## config.mk

```make
export PLATFORM = sky130hd
export DESIGN_NAME = bcag_top
export DESIGN_NICKNAME = d
export VERILOG_FILES = /design/src/rtl/bcag_pkg.sv /design/src/rtl/bcag_cfg_check.sv /design/src/rtl/bcag_seq_ctrl.sv /design/src/rtl/bcag_addr_map.sv /design/src/rtl/bcag_top.sv
export SDC_FILE = /design/constraint.sdc
export NUM_CORES = 1
export LEC_CHECK = 0
export BUFFER_PORTS_ARGS = -buffer_cell sky130_fd_sc_hd__buf_4
export CELL_PAD_IN_SITES_DETAIL_PLACEMENT = 1
export CELL_PAD_IN_SITES_GLOBAL_PLACEMENT = 1
export CORE_UTILIZATION = 45
export CTS_CLUSTER_DIAMETER = 200
export DETAILED_ROUTE_END_ITERATION = 7
export PLACE_DENSITY = 0.87
export SLEW_MARGIN = 0
export SYNTH_ARGS = -nofsm -noshare
export SYNTH_HDL_FRONTEND = slang
export SYNTH_HIERARCHICAL = 1
export SYNTH_SLANG_ARGS = --single-unit
```

## constraint.sdc

```tcl
create_clock -name clk -period 4.45 [get_ports clk]
set_clock_uncertainty 0.2 [all_clocks]
set_input_delay 0.89 -clock clk [delete_from_list [all_inputs] [get_ports clk]]
set_output_delay 0.89 -clock clk [all_outputs]
set_load 0.05 [all_outputs]
```

## src/rtl/bcag_pkg.sv

```systemverilog
`timescale 1ns/1ps
package bcag_pkg;

   // widest fixed burst is 2**FIXED_LOG_MAX beats
   localparam int unsigned FIXED_LOG_MAX = 3;
   localparam int unsigned LEN_CODE_W    = 3;

   localparam logic [LEN_CODE_W-1:0] LEN_BEAT2 = 3'b001;
   localparam logic [LEN_CODE_W-1:0] LEN_BEAT4 = 3'b010;
   localparam logic [LEN_CODE_W-1:0] LEN_BEAT8 = 3'b011;
   localparam logic [LEN_CODE_W-1:0] LEN_PAGE  = 3'b111;

   typedef enum logic [1:0] {
      ST_IDLE  = 2'd0,
      ST_FIXED = 2'd1,
      ST_PAGE  = 2'd2
   } burst_state_e;

   typedef struct packed {
      logic       known;
      logic       full_page;
      logic [1:0] log2_len;
   } len_info_t;

   function automatic len_info_t decode_len(input logic [LEN_CODE_W-1:0] code);
      len_info_t r;
      r = '0;
      case (code)
         LEN_BEAT2: begin r.known = 1'b1; r.log2_len = 2'd1; end
         LEN_BEAT4: begin r.known = 1'b1; r.log2_len = 2'd2; end
         LEN_BEAT8: begin r.known = 1'b1; r.log2_len = 2'd3; end
         LEN_PAGE:  begin r.known = 1'b1; r.full_page = 1'b1; end
         default:   r = '0;
      endcase
      return r;
   endfunction

endpackage

```

## src/rtl/bcag_cfg_check.sv

```systemverilog
`timescale 1ns/1ps
module bcag_cfg_check
   import bcag_pkg::*;
#(
   parameter int unsigned COL_W = 8
) (
   input  logic [LEN_CODE_W-1:0]    len_code_i,
   input  logic                     order_i,
   input  logic                     col_lsb_i,
   output logic                     legal_o,
   output logic                     full_page_o,
   output logic [FIXED_LOG_MAX-1:0] mask_o
);

   len_info_t info;

   always_comb begin
      info        = decode_len(len_code_i);
      full_page_o = info.full_page;
      // full page needs sequential order and an even start
      legal_o     = info.known & ~(info.full_page & (order_i | col_lsb_i));
      mask_o      = '0;
      for (int i = 0; i < int'(FIXED_LOG_MAX); i++) begin
         if (i < int'(info.log2_len)) mask_o[i] = 1'b1;
      end
   end

endmodule

```

## src/rtl/bcag_seq_ctrl.sv

```systemverilog
`timescale 1ns/1ps
module bcag_seq_ctrl
   import bcag_pkg::*;
#(
   parameter int unsigned COL_W = 8
) (
   input  logic                     clk,
   input  logic                     rst_n,
   input  logic                     start_i,
   input  logic                     legal_i,
   input  logic                     full_page_i,
   input  logic [FIXED_LOG_MAX-1:0] mask_i,
   input  logic                     order_i,
   input  logic [COL_W-1:0]         col_start_i,
   input  logic                     advance_i,
   input  logic                     stop_i,
   output logic [COL_W-1:0]         base_o,
   output logic [COL_W-1:0]         beat_o,
   output logic [FIXED_LOG_MAX-1:0] mask_o,
   output logic                     ilv_o,
   output logic                     page_o,
   output logic                     valid_o,
   output logic                     last_o,
   output logic                     err_o
);

   localparam logic [COL_W-1:0] BEAT_ONE = COL_W'(1);
   localparam int unsigned      PAD_W    = COL_W - FIXED_LOG_MAX;

   burst_state_e             state_q;
   logic [COL_W-1:0]         beat_q;
   logic [COL_W-1:0]         base_q;
   logic [FIXED_LOG_MAX-1:0] mask_q;
   logic                     ilv_q;
   logic                     err_q;
   logic                     at_last;
   logic                     take_start;

   assign take_start = start_i & legal_i;
   assign at_last    = (state_q == ST_FIXED) && (beat_q == {{PAD_W{1'b0}}, mask_q});

   always_ff @(posedge clk or negedge rst_n) begin
      if (!rst_n) begin
         state_q <= ST_IDLE;
         beat_q  <= '0;
         base_q  <= '0;
         mask_q  <= '0;
         ilv_q   <= 1'b0;
         err_q   <= 1'b0;
      end else begin
         err_q <= start_i & ~legal_i;
         if (take_start) begin
            state_q <= full_page_i ? ST_PAGE : ST_FIXED;
            beat_q  <= '0;
            base_q  <= col_start_i;
            mask_q  <= mask_i;
            ilv_q   <= order_i;
         end else if (state_q != ST_IDLE) begin
            if (stop_i) begin
               state_q <= ST_IDLE;
            end else if (advance_i) begin
               if (at_last) state_q <= ST_IDLE;
               beat_q <= beat_q + BEAT_ONE;
            end
         end
      end
   end

   assign base_o  = base_q;
   assign beat_o  = beat_q;
   assign mask_o  = mask_q;
   assign ilv_o   = ilv_q;
   assign page_o  = (state_q == ST_PAGE);
   assign valid_o = (state_q != ST_IDLE);
   assign last_o  = at_last;
   assign err_o   = err_q;

endmodule

```

## src/rtl/bcag_addr_map.sv

```systemverilog
`timescale 1ns/1ps
module bcag_addr_map
   import bcag_pkg::*;
#(
   parameter int unsigned COL_W = 8
) (
   input  logic [COL_W-1:0]         base_i,
   input  logic [COL_W-1:0]         beat_i,
   input  logic [FIXED_LOG_MAX-1:0] mask_i,
   input  logic                     interleave_i,
   input  logic                     page_i,
   output logic [COL_W-1:0]         col_o
);

   logic [COL_W-1:0] seq_sum;

   // carries out of the masked field are discarded by the per-bit select
   assign seq_sum = base_i + beat_i;

   for (genvar b = 0; b < int'(COL_W); b++) begin : g_bit
      if (b < int'(FIXED_LOG_MAX)) begin : g_low
         logic fixed_bit;
         assign fixed_bit = !mask_i[b]   ? base_i[b] :
                            interleave_i ? (base_i[b] ^ beat_i[b]) :
                                           seq_sum[b];
         assign col_o[b]  = page_i ? seq_sum[b] : fixed_bit;
      end else begin : g_high
         assign col_o[b]  = page_i ? seq_sum[b] : base_i[b];
      end
   end

endmodule

```

## src/rtl/bcag_top.sv

```systemverilog
`timescale 1ns/1ps
module bcag_top
   import bcag_pkg::*;
#(
   parameter int unsigned COL_W = 8
) (
   input  logic                  clk,
   input  logic                  rst_n,
   input  logic                  start_i,
   input  logic [COL_W-1:0]      col_start_i,
   input  logic [LEN_CODE_W-1:0] len_code_i,
   input  logic                  order_i,
   input  logic                  advance_i,
   input  logic                  stop_i,
   output logic [COL_W-1:0]      col_o,
   output logic                  valid_o,
   output logic                  last_o,
   output logic                  err_o
);

   initial begin
      assert (COL_W > FIXED_LOG_MAX)
         else $fatal(1, "bcag_top: COL_W must exceed the widest fixed burst field");
   end

   logic                     cfg_legal;
   logic                     cfg_page;
   logic [FIXED_LOG_MAX-1:0] cfg_mask;
   logic [COL_W-1:0]         cur_base;
   logic [COL_W-1:0]         cur_beat;
   logic [FIXED_LOG_MAX-1:0] cur_mask;
   logic                     cur_ilv;
   logic                     cur_page;

   bcag_cfg_check #(.COL_W(COL_W)) cfg_u (
      .len_code_i  (len_code_i),
      .order_i     (order_i),
      .col_lsb_i   (col_start_i[0]),
      .legal_o     (cfg_legal),
      .full_page_o (cfg_page),
      .mask_o      (cfg_mask)
   );

   bcag_seq_ctrl #(.COL_W(COL_W)) ctrl_u (
      .clk         (clk),
      .rst_n       (rst_n),
      .start_i     (start_i),
      .legal_i     (cfg_legal),
      .full_page_i (cfg_page),
      .mask_i      (cfg_mask),
      .order_i     (order_i),
      .col_start_i (col_start_i),
      .advance_i   (advance_i),
      .stop_i      (stop_i),
      .base_o      (cur_base),
      .beat_o      (cur_beat),
      .mask_o      (cur_mask),
      .ilv_o       (cur_ilv),
      .page_o      (cur_page),
      .valid_o     (valid_o),
      .last_o      (last_o),
      .err_o       (err_o)
   );

   bcag_addr_map #(.COL_W(COL_W)) map_u (
      .base_i       (cur_base),
      .beat_i       (cur_beat),
      .mask_i       (cur_mask),
      .interleave_i (cur_ilv),
      .page_i       (cur_page),
      .col_o        (col_o)
   );

endmodule

```

==> results.cfg, run 1 <==
[outcome]
outcome = completed

[synth]
synth.yosys.seq_area_share_pct = 36.1
synth_edf_count = 0
yosys_register_bits = 23
yosysTopAreaCell = dfrtp_1
synthesis.nets = 206
synth_largest_type_area_fraction_pct = 36.1
synth-warning-count = 6
synth_top_flop_cell = dfrtp_1
synth.cell_area_um2 = 1590
synth_area_per_cell_um2 = 8.85
synth_cell_types = 46
synth_area_leaders = dfrtp_1 (36%), nand2_1 (12%), ha_1 (6.3%), xnor2_1 (4.4%), nor2_1 (2.8%)
syn-instance-count = 180
asyncSetResetFlopFracSynth_pct = 100

[worst_setup_path]
timing.critical_path.from_type = flop
critical_path.reg2reg.startpoint = ctrl_u/beat_o[6]
crit_required_ns = 3.36
worst_r2r_endpoint = ctrl_u/state_q[0]
arrival_ns = 2.54
count_of_cells_along_the_worst_register_to_register_path = 4
cp_max_fo = 5
worstSetupEndpointType = primary output
worstSetupStartpoint = ctrl_u/beat_o[0]
critical_path_class = flop to primary output
timing.reg2reg.setup_slack_ns = 2.72

[detailed_routing]
route.detailed.drc = 0
dr_total_vias = 1405
vias_per_cell = 5.53
drt.antenna.violating_nets = 0
wl_mm = 4.16
initialDrtViolationCount = 21
wl_per_instance_um = 16.4
drtPass1Iterations = 4

[pwr]
power.switching_mw = 0.255
total_leakage_power_nw = 0.899
pwr_density_cell_nw_per_um2 = 327
ir_drop_mv = 0.178
power_frac_seq_pct = 42.2
power.switching_fraction_pct = 41.6
pwr-share-comb_pct = 40.8
cellInternalPower_mw = 0.358
design_power_total_mw = 0.613
clock_power_share_pct = 17.0

[worst_hold_path]
hold_path.class = primary input to asynchronous set/reset pin

[grt]
grt_pass1_vias = 1452
globalRouteTotalUtil_pct = 25.2
grt_max_degree = 24
grt_first_pass_wirelength_mm = 6.84
grt_antenna_before_repair = 0
globalRoute.totalOverflow = 0

[layout]
finalNetCount = 235
drive_above_1_share_pct = 25.0
final.fill_count = 435
multi_input_area_um2 = 983
insertedDiodeCount = 0
seq_area_um2 = 576
post-route-util_pct = 55.7
layout-area-overhead-vs-synth_pct = 17.5

[timing]
final.period_utilization_pct = 81.6
period_minus_slack_ns = 3.63
final-max-slew-violation-count = 0
rsz0062_at_grt = false
max_clock_freq_mhz = 275
max-slew-margin-rel_pct = 44.8
hold_violations = 0
worstMarginPinSlew_ns = 0.828
finalSetupViolations = 0
worst_slack_ns = 0.819
tns_ns = 0
fin_worst_hold_slack_ns = 0.242

[floorplanning]
fp.dieH_um = 61.5
floorplan.core_area_um2 = 3360
rows = 21
chipWidth_um = 61.5
boundaryPins = 28
die_footprint_um2 = 3780
initial_cell_density_of_the_core_pct = 47.4

[clocking]
h_tree_lvl_count = 1
post_cts.resized_instances = 0
root_buffer = clkbuf_4
numCtsBuffers = 3
cts_max_path_buffers = 2
clkSlewWorstSetupHoldPaths_ns = 0.14
clock_tree_from_tritoncts = built
clock_latency_ns = 0.31
cts_setup_buffers = 0
tritoncts_num_sinks = 23
cts.hold.buffers_added = 0

[placement]
routabilityCongestion = 0.786
detailedPlace.worstSlack_ns = 1.23
placement.io_buffers = 27
place_hpwl_mm = 3.13

[flow_run]
timing.max_cap.violations = 0
-- state kept, by name, indices dropped and copies added, names as in the netlist --
| name | cells |
|---|---|
| ctrl_u/mask_o | 3 |
| ctrl_u/beat_o | 8 |
| ctrl_u/base_o | 8 |
| ctrl_u/ilv_o | 1 |
| ctrl_u/err_o | 1 |
| ctrl_u/state_q | 2 |
-- placed cells by master (no fill, tap or decap), types with 3 or more instances in the layout --
cell      count
o21ai_0       3
nand3_1       3
buf_4        28
xor2_1        5
xnor2_1       8
a21oi_1       6
nor2_1       12
nand2_1      49
clkbuf_4      3
inv_1         4
ha_1          8
a31oi_1       4
dfrtp_1      23
mux2_2        3
nor3_1        6
nor2b_1       5
-- cell usage after synthesis, types with 2 or more instances --
library cell  number
a31oi_1            4
nor3_1             6
dfrtp_1           23
xor2_1             5
o22ai_1            2
nor2b_1            5
xnor2_1            8
a21o_1             2
nor2_1            12
inv_1              4
o21bai_1           2
nand3_1            3
clkbuf_1           4
a21oi_1            6
o21ai_1            2
nor4_2             2
nand2_1           49
o21ai_0            3
a21oi_2            2
mux2_2             3
ha_1               8
-- worst max-delay path, cell delays in order (launching register included) --
cell     delay [ns]
dfrtp_1        0.48
ha_1           0.27
fa_1           0.48
a21oi_2        0.20
o21ai_1        0.09
a21oi_1        0.18
xnor2_1        0.08
mux2_2         0.27
buf_4          0.19
-- layer usage --
layer | share of wire [%] | vias up | global-route usage, %
li1 | - | 678 | -
met1 | 45 | 701 | 31.0
met2 | 52 | 24 | 45.6
met3 | 2.5 | 2 | 2.94
met4 | 0.48 | 0 | 7.94
met5 | 0 | - | 0
-- logic make-up after synthesis --
group / share of synthesized area, %
fa+ha+maj: 7.54
flops: 36.1
simple gates: 27.6
mux: 3.06
xor+xnor: 7.15
compound gates: 16.4
buf+inv: 2.12
-- power by group through the flow --
stage | logic, mW | registers (mW) | clock network, mW
after floorplan | 0.175 | 0.258 | 0
after global placement | 0.236 | 0.261 | 0
after detailed placement | 0.248 | 0.263 | 0
after CTS | 0.251 | 0.259 | 0.105
after global routing | 0.269 | 0.262 | 0.117
final | 0.250 | 0.259 | 0.104
-- through the flow --
stage               instances  area (um^2)
finish                    254         1870
global route              254         1870
CTS                       254         1870
detailed placement        250         1850
global placement          250         1850
floorplan                 180         1590
-- worst max path at each step --
stage          endpoint  slack, ns  cells after the start
3_3_place_gp   col_o[6]       1.30                      8
2_1_floorplan  col_o[7]       1.25                      6
4_1_cts        col_o[6]       0.81                      8
5_1_grt        col_o[6]       0.72                      8
6_report       col_o[6]       0.82                      8
3_5_place_dp   col_o[6]       1.23                      8
-- area by class of cell --
class / instances / area share, %
well taps: 46 / 3.07
flip-flops and latches: 23 / 30.7
clock buffers: 4 / 1.40
inverters: 5 / 1.00
repair buffers: 28 / 11.2
multi-input cells: 148 / 52.5
Power figures use the tool's default switching activity.
==> inputs of run 2 (changes only) <==
CORE_UTILIZATION = 42   (was 45)
PLACE_DENSITY = 0.82   (was 0.87)
clock period = 3.8 ns   (was 4.45 ns; I/O delays follow)
==> results.cfg, run 2 (same netlist as run 1, synthesis figures left out) <==
[layout]
layout-area-overhead-vs-synth_pct = 19.4
drive_above_1_share_pct = 25.8
layout_common_cells = nand2_1 (49), buf_4 (29), dfrtp_1 (23)
insertedDiodeCount = 0
final.fill_count = 441
finalNetCount = 236
layout.cell_area.non_filler_um2 = 1900
final_common_cell = nand2_1

[pwr]
total_leakage_power_nw = 0.915
pwr_density_cell_nw_per_um2 = 393
ir_drop_mv = 0.212

[floorplanning]
boundaryPins = 28
fp.dieH_um = 63.6
initial_cell_density_of_the_core_pct = 43.5
chipWidth_um = 63.6
die_footprint_um2 = 4040
rows = 22
floorplan.core_area_um2 = 3660

[timing]
final.period_utilization_pct = 88.8
max-slew-margin-rel_pct = 63.5
max_clock_freq_mhz = 296
fin_worst_hold_slack_ns = 0.175
finalSetupViolations = 0
final-max-slew-violation-count = 0
rsz0062_at_grt = false
hold_violations = 0
period_minus_slack_ns = 3.38
tns_ns = 0
worstMarginPinSlew_ns = 0.547

[worst_hold_path]
hold_path.class = primary input to asynchronous set/reset pin

[placement]
postPlaceCellArea_um2 = 1860
routabilityCongestion = 0.809
placement.io_buffers = 27
place_hpwl_mm = 3.20

[clocking]
clkSlewWorstSetupHoldPaths_ns = 0.09
post_cts.resized_instances = 0
numCtsBuffers = 3
cts_max_path_buffers = 2
cts.hold.buffers_added = 0
clock_tree_from_tritoncts = built
h_tree_lvl_count = 1
root_buffer = clkbuf_8
cts_setup_buffers = 0
clock_latency_ns = 0.26
tritoncts_num_sinks = 23

[detailed_routing]
wl_per_instance_um = 16.1
drtPass1Iterations = 6
route.detailed.drc = 1
drt.antenna.violating_nets = 0
dr_total_vias = 1392
initialDrtViolationCount = 43
wl_mm = 4.14
vias_per_cell = 5.42

[flow_run]
timing.max_cap.violations = 0

[grt]
grt_first_pass_wirelength_mm = 6.83
grt_antenna_before_repair = 0
globalRoute.totalOverflow = 0
grt_max_degree = 24
grt_pass1_vias = 1482
globalRouteTotalUtil_pct = 21.7

[worst_setup_path]
cp_max_fo = 5
worstSetupEndpointType = primary output
crit_required_ns = 2.84
critical_path_class = flop to primary output
arrival_ns = 2.42
timing.critical_path.from_type = flop

[outcome]
failing_checks = DRC
outcome = complete, but fails checks
run 2: final cells by class:
class	instances	area [um^2]	area share, %
Clock inverter	1	5.00	0.263
Inverter	5	18.8	0.987
Tap cell	48	60.1	3.16
Timing Repair Buffer	29	218	11.4
Sequential cell	23	576	30.3
Multi-Input combinational cell	148	983	51.7
Clock buffer	3	41.3	2.17
run 2: per-layer routing:
metal  track usage, %  wire [um]  share of wire, %
met1             25.1       1850                45
met4             5.97          8              0.19
met2             40.8       2160                52
met5                0          0                 0
met3             2.90        112               2.7
run 2: worst max-delay path, stage by stage (launching register included):
cell and delay [ns]:
dfrtp_1 0.45, ha_1 0.26, fa_1 0.46, a21oi_2 0.18
o21ai_1 0.09, a21oi_1 0.17, xnor2_1 0.08, mux2_2 0.26
buf_4 0.19
run 2: per-stage QoR:
stage / power, mW / std cells / setup slack (ns) / util, %
2_1_floorplan: 0.507 / 180 / 0.731 / -
3_3_place_gp: 0.585 / 253 / 0.773 / 50.7
3_5_place_dp: 0.599 / 253 / 0.728 / 50.7
4_1_cts: 0.752 / 257 / 0.419 / 51.9
5_1_grt: 0.790 / 257 / 0.288 / 51.9
6_report: 0.748 / 257 / 0.425 / 51.9
run 2: report_power, final:
part,switching (mW),internal (mW),leakage [nW]
logic,0.182,0.107,0.588
clock network,0.0823,0.0733,0.0255
registers,0.0332,0.271,0.301
run 2: worst paths after layout:
kind / slack [ns] / to / depth (start not counted) / start
setup / recovery: 0.42 / col_o[6] / 8 / ctrl_u/beat_o[0]
hold / removal: 0.18 / ctrl_u/beat_o[7] / 1 / rst_n
setup reg to reg: 2.13 / ctrl_u/state_q[0] / 4 / ctrl_u/beat_o[6]
hold reg to reg: 0.33 / ctrl_u/base_o[5] / 2 / ctrl_u/base_o[5]
max in group asynchronous: 2.98 / ctrl_u/beat_o[0] / 1 / rst_n
min in group clk: 0.33 / ctrl_u/base_o[5] / 2 / ctrl_u/base_o[5]
==> inputs of run 3 (changes only) <==
MAX_ROUTING_LAYER = met4   (was not set)
==> results.cfg, run 3 (same netlist as run 1, synthesis figures left out) <==
[clocking]
post_cts.resized_instances = 0
tritoncts_num_sinks = 23
cts.hold.buffers_added = 0
cts_max_path_buffers = 2
clkSlewWorstSetupHoldPaths_ns = 0.09
clock_latency_ns = 0.26
root_buffer = clkbuf_8
clock_tree_from_tritoncts = built
h_tree_lvl_count = 1
cts_setup_buffers = 0
numCtsBuffers = 3

[flow_run]
timing.max_cap.violations = 0

[layout]
layout_common_cells = nand2_1 (49), buf_4 (29), dfrtp_1 (23)
final_common_cell = nand2_1
layout-area-overhead-vs-synth_pct = 19.4
drive_above_1_share_pct = 25.8
insertedDiodeCount = 0
finalNetCount = 236

[grt]
globalRoute.totalOverflow = 0
grt_first_pass_wirelength_mm = 6.84
grt_antenna_before_repair = 0
globalRouteTotalUtil_pct = 22.3
grt_max_degree = 24
grt_pass1_vias = 1485

[detailed_routing]
initialDrtViolationCount = 44
wl_mm = 4.12
wl_per_instance_um = 16.0
drtPass1Iterations = 6
route.detailed.drc = 1
vias_per_cell = 5.40
drt.antenna.violating_nets = 0
dr_total_vias = 1389

[placement]
place_hpwl_mm = 3.20
routabilityCongestion = 0.820
placement.io_buffers = 27

[timing]
hold_violations = 0
period_minus_slack_ns = 3.37
final.period_utilization_pct = 88.7
finalSetupViolations = 0
tns_ns = 0
max-slew-margin-rel_pct = 63.6
final-max-slew-violation-count = 0
fin_worst_hold_slack_ns = 0.173
worstMarginPinSlew_ns = 0.544
rsz0062_at_grt = false
max_clock_freq_mhz = 297

[worst_setup_path]
cp_max_fo = 5
count_of_cells_along_the_worst_register_to_register_path = 4
arrival_ns = 2.41
timing.critical_path.from_type = flop
crit_required_ns = 2.84
worstSetupEndpointType = primary output
critical_path_class = flop to primary output

[pwr]
pwr_density_cell_nw_per_um2 = 392
total_leakage_power_nw = 0.915
ir_drop_mv = 0.212

[floorplanning]
boundaryPins = 28
die_footprint_um2 = 4040
fp.dieH_um = 63.6
rows = 22
floorplan.core_area_um2 = 3660
chipWidth_um = 63.6
initial_cell_density_of_the_core_pct = 43.5

[worst_hold_path]
hold_path.class = primary input to asynchronous set/reset pin

[outcome]
failing_checks = DRC
outcome = complete, but fails checks
-- run 3: cell counts in the layout (fill, tap and decap cells not counted) --
No cell type changed its count.
-- run 3: power breakdown --
group          total [mW]  internal [mW]  leakage, nW  switching (mW)
registers           0.304          0.271        0.301          0.0332
logic               0.287          0.106        0.588           0.181
clock network       0.155         0.0732       0.0255          0.0818
total               0.746          0.450        0.915           0.296
-- run 3: cell type report --
type,instances,area (um^2)
timing repair buffer,29,218
inverter,5,18.8
clock inverter,1,5.00
multi-input combinational,148,983
tap,48,60.1
fill,441,1760
clock buffer,3,41.3
sequential,23,576
-- run 3: worst max-delay path, cell delays in order, from the launching register on --
cell and delay, ns:
dfrtp_1 0.45, ha_1 0.26, fa_1 0.46, a21oi_2 0.18
o21ai_1 0.09, a21oi_1 0.17, xnor2_1 0.08, mux2_2 0.26
buf_4 0.19
-- run 3: layer usage --
| layer | vias to the layer above | GRT usage, % | share of wire (%) |
|---|---|---|---|
| met4 | 0 | 5.97 | 0.51 |
| met5 | - | - | 0 |
| met3 | 3 | 2.90 | 3.3 |
| met1 | 676 | 25.1 | 44 |
| li1 | 679 | - | - |
| met2 | 31 | 41.0 | 52 |
-- run 3: worst paths after layout --
check                                  from                end  slack, ns
max in group asynchronous             rst_n   ctrl_u/beat_o[0]       2.99
setup / recovery           ctrl_u/beat_o[0]           col_o[6]       0.43
hold reg to reg            ctrl_u/base_o[5]   ctrl_u/base_o[5]       0.33
hold / removal                        rst_n   ctrl_u/beat_o[7]       0.17
min in group clk           ctrl_u/base_o[5]   ctrl_u/base_o[5]       0.33
setup reg to reg           ctrl_u/beat_o[6]  ctrl_u/state_q[0]       2.12
-- run 3: metrics by stage --
step	setup WS (ns)	instances	util [%]	instance area, um^2	power (mW)
5_1_grt	0.288	257	51.9	1900	0.790
3_5_place_dp	0.728	253	50.7	1860	0.599
2_1_floorplan	0.731	180	-	1590	0.507
6_report	0.428	257	51.9	1900	0.746
3_3_place_gp	0.773	253	50.7	1860	0.585
4_1_cts	0.419	257	51.9	1900	0.752
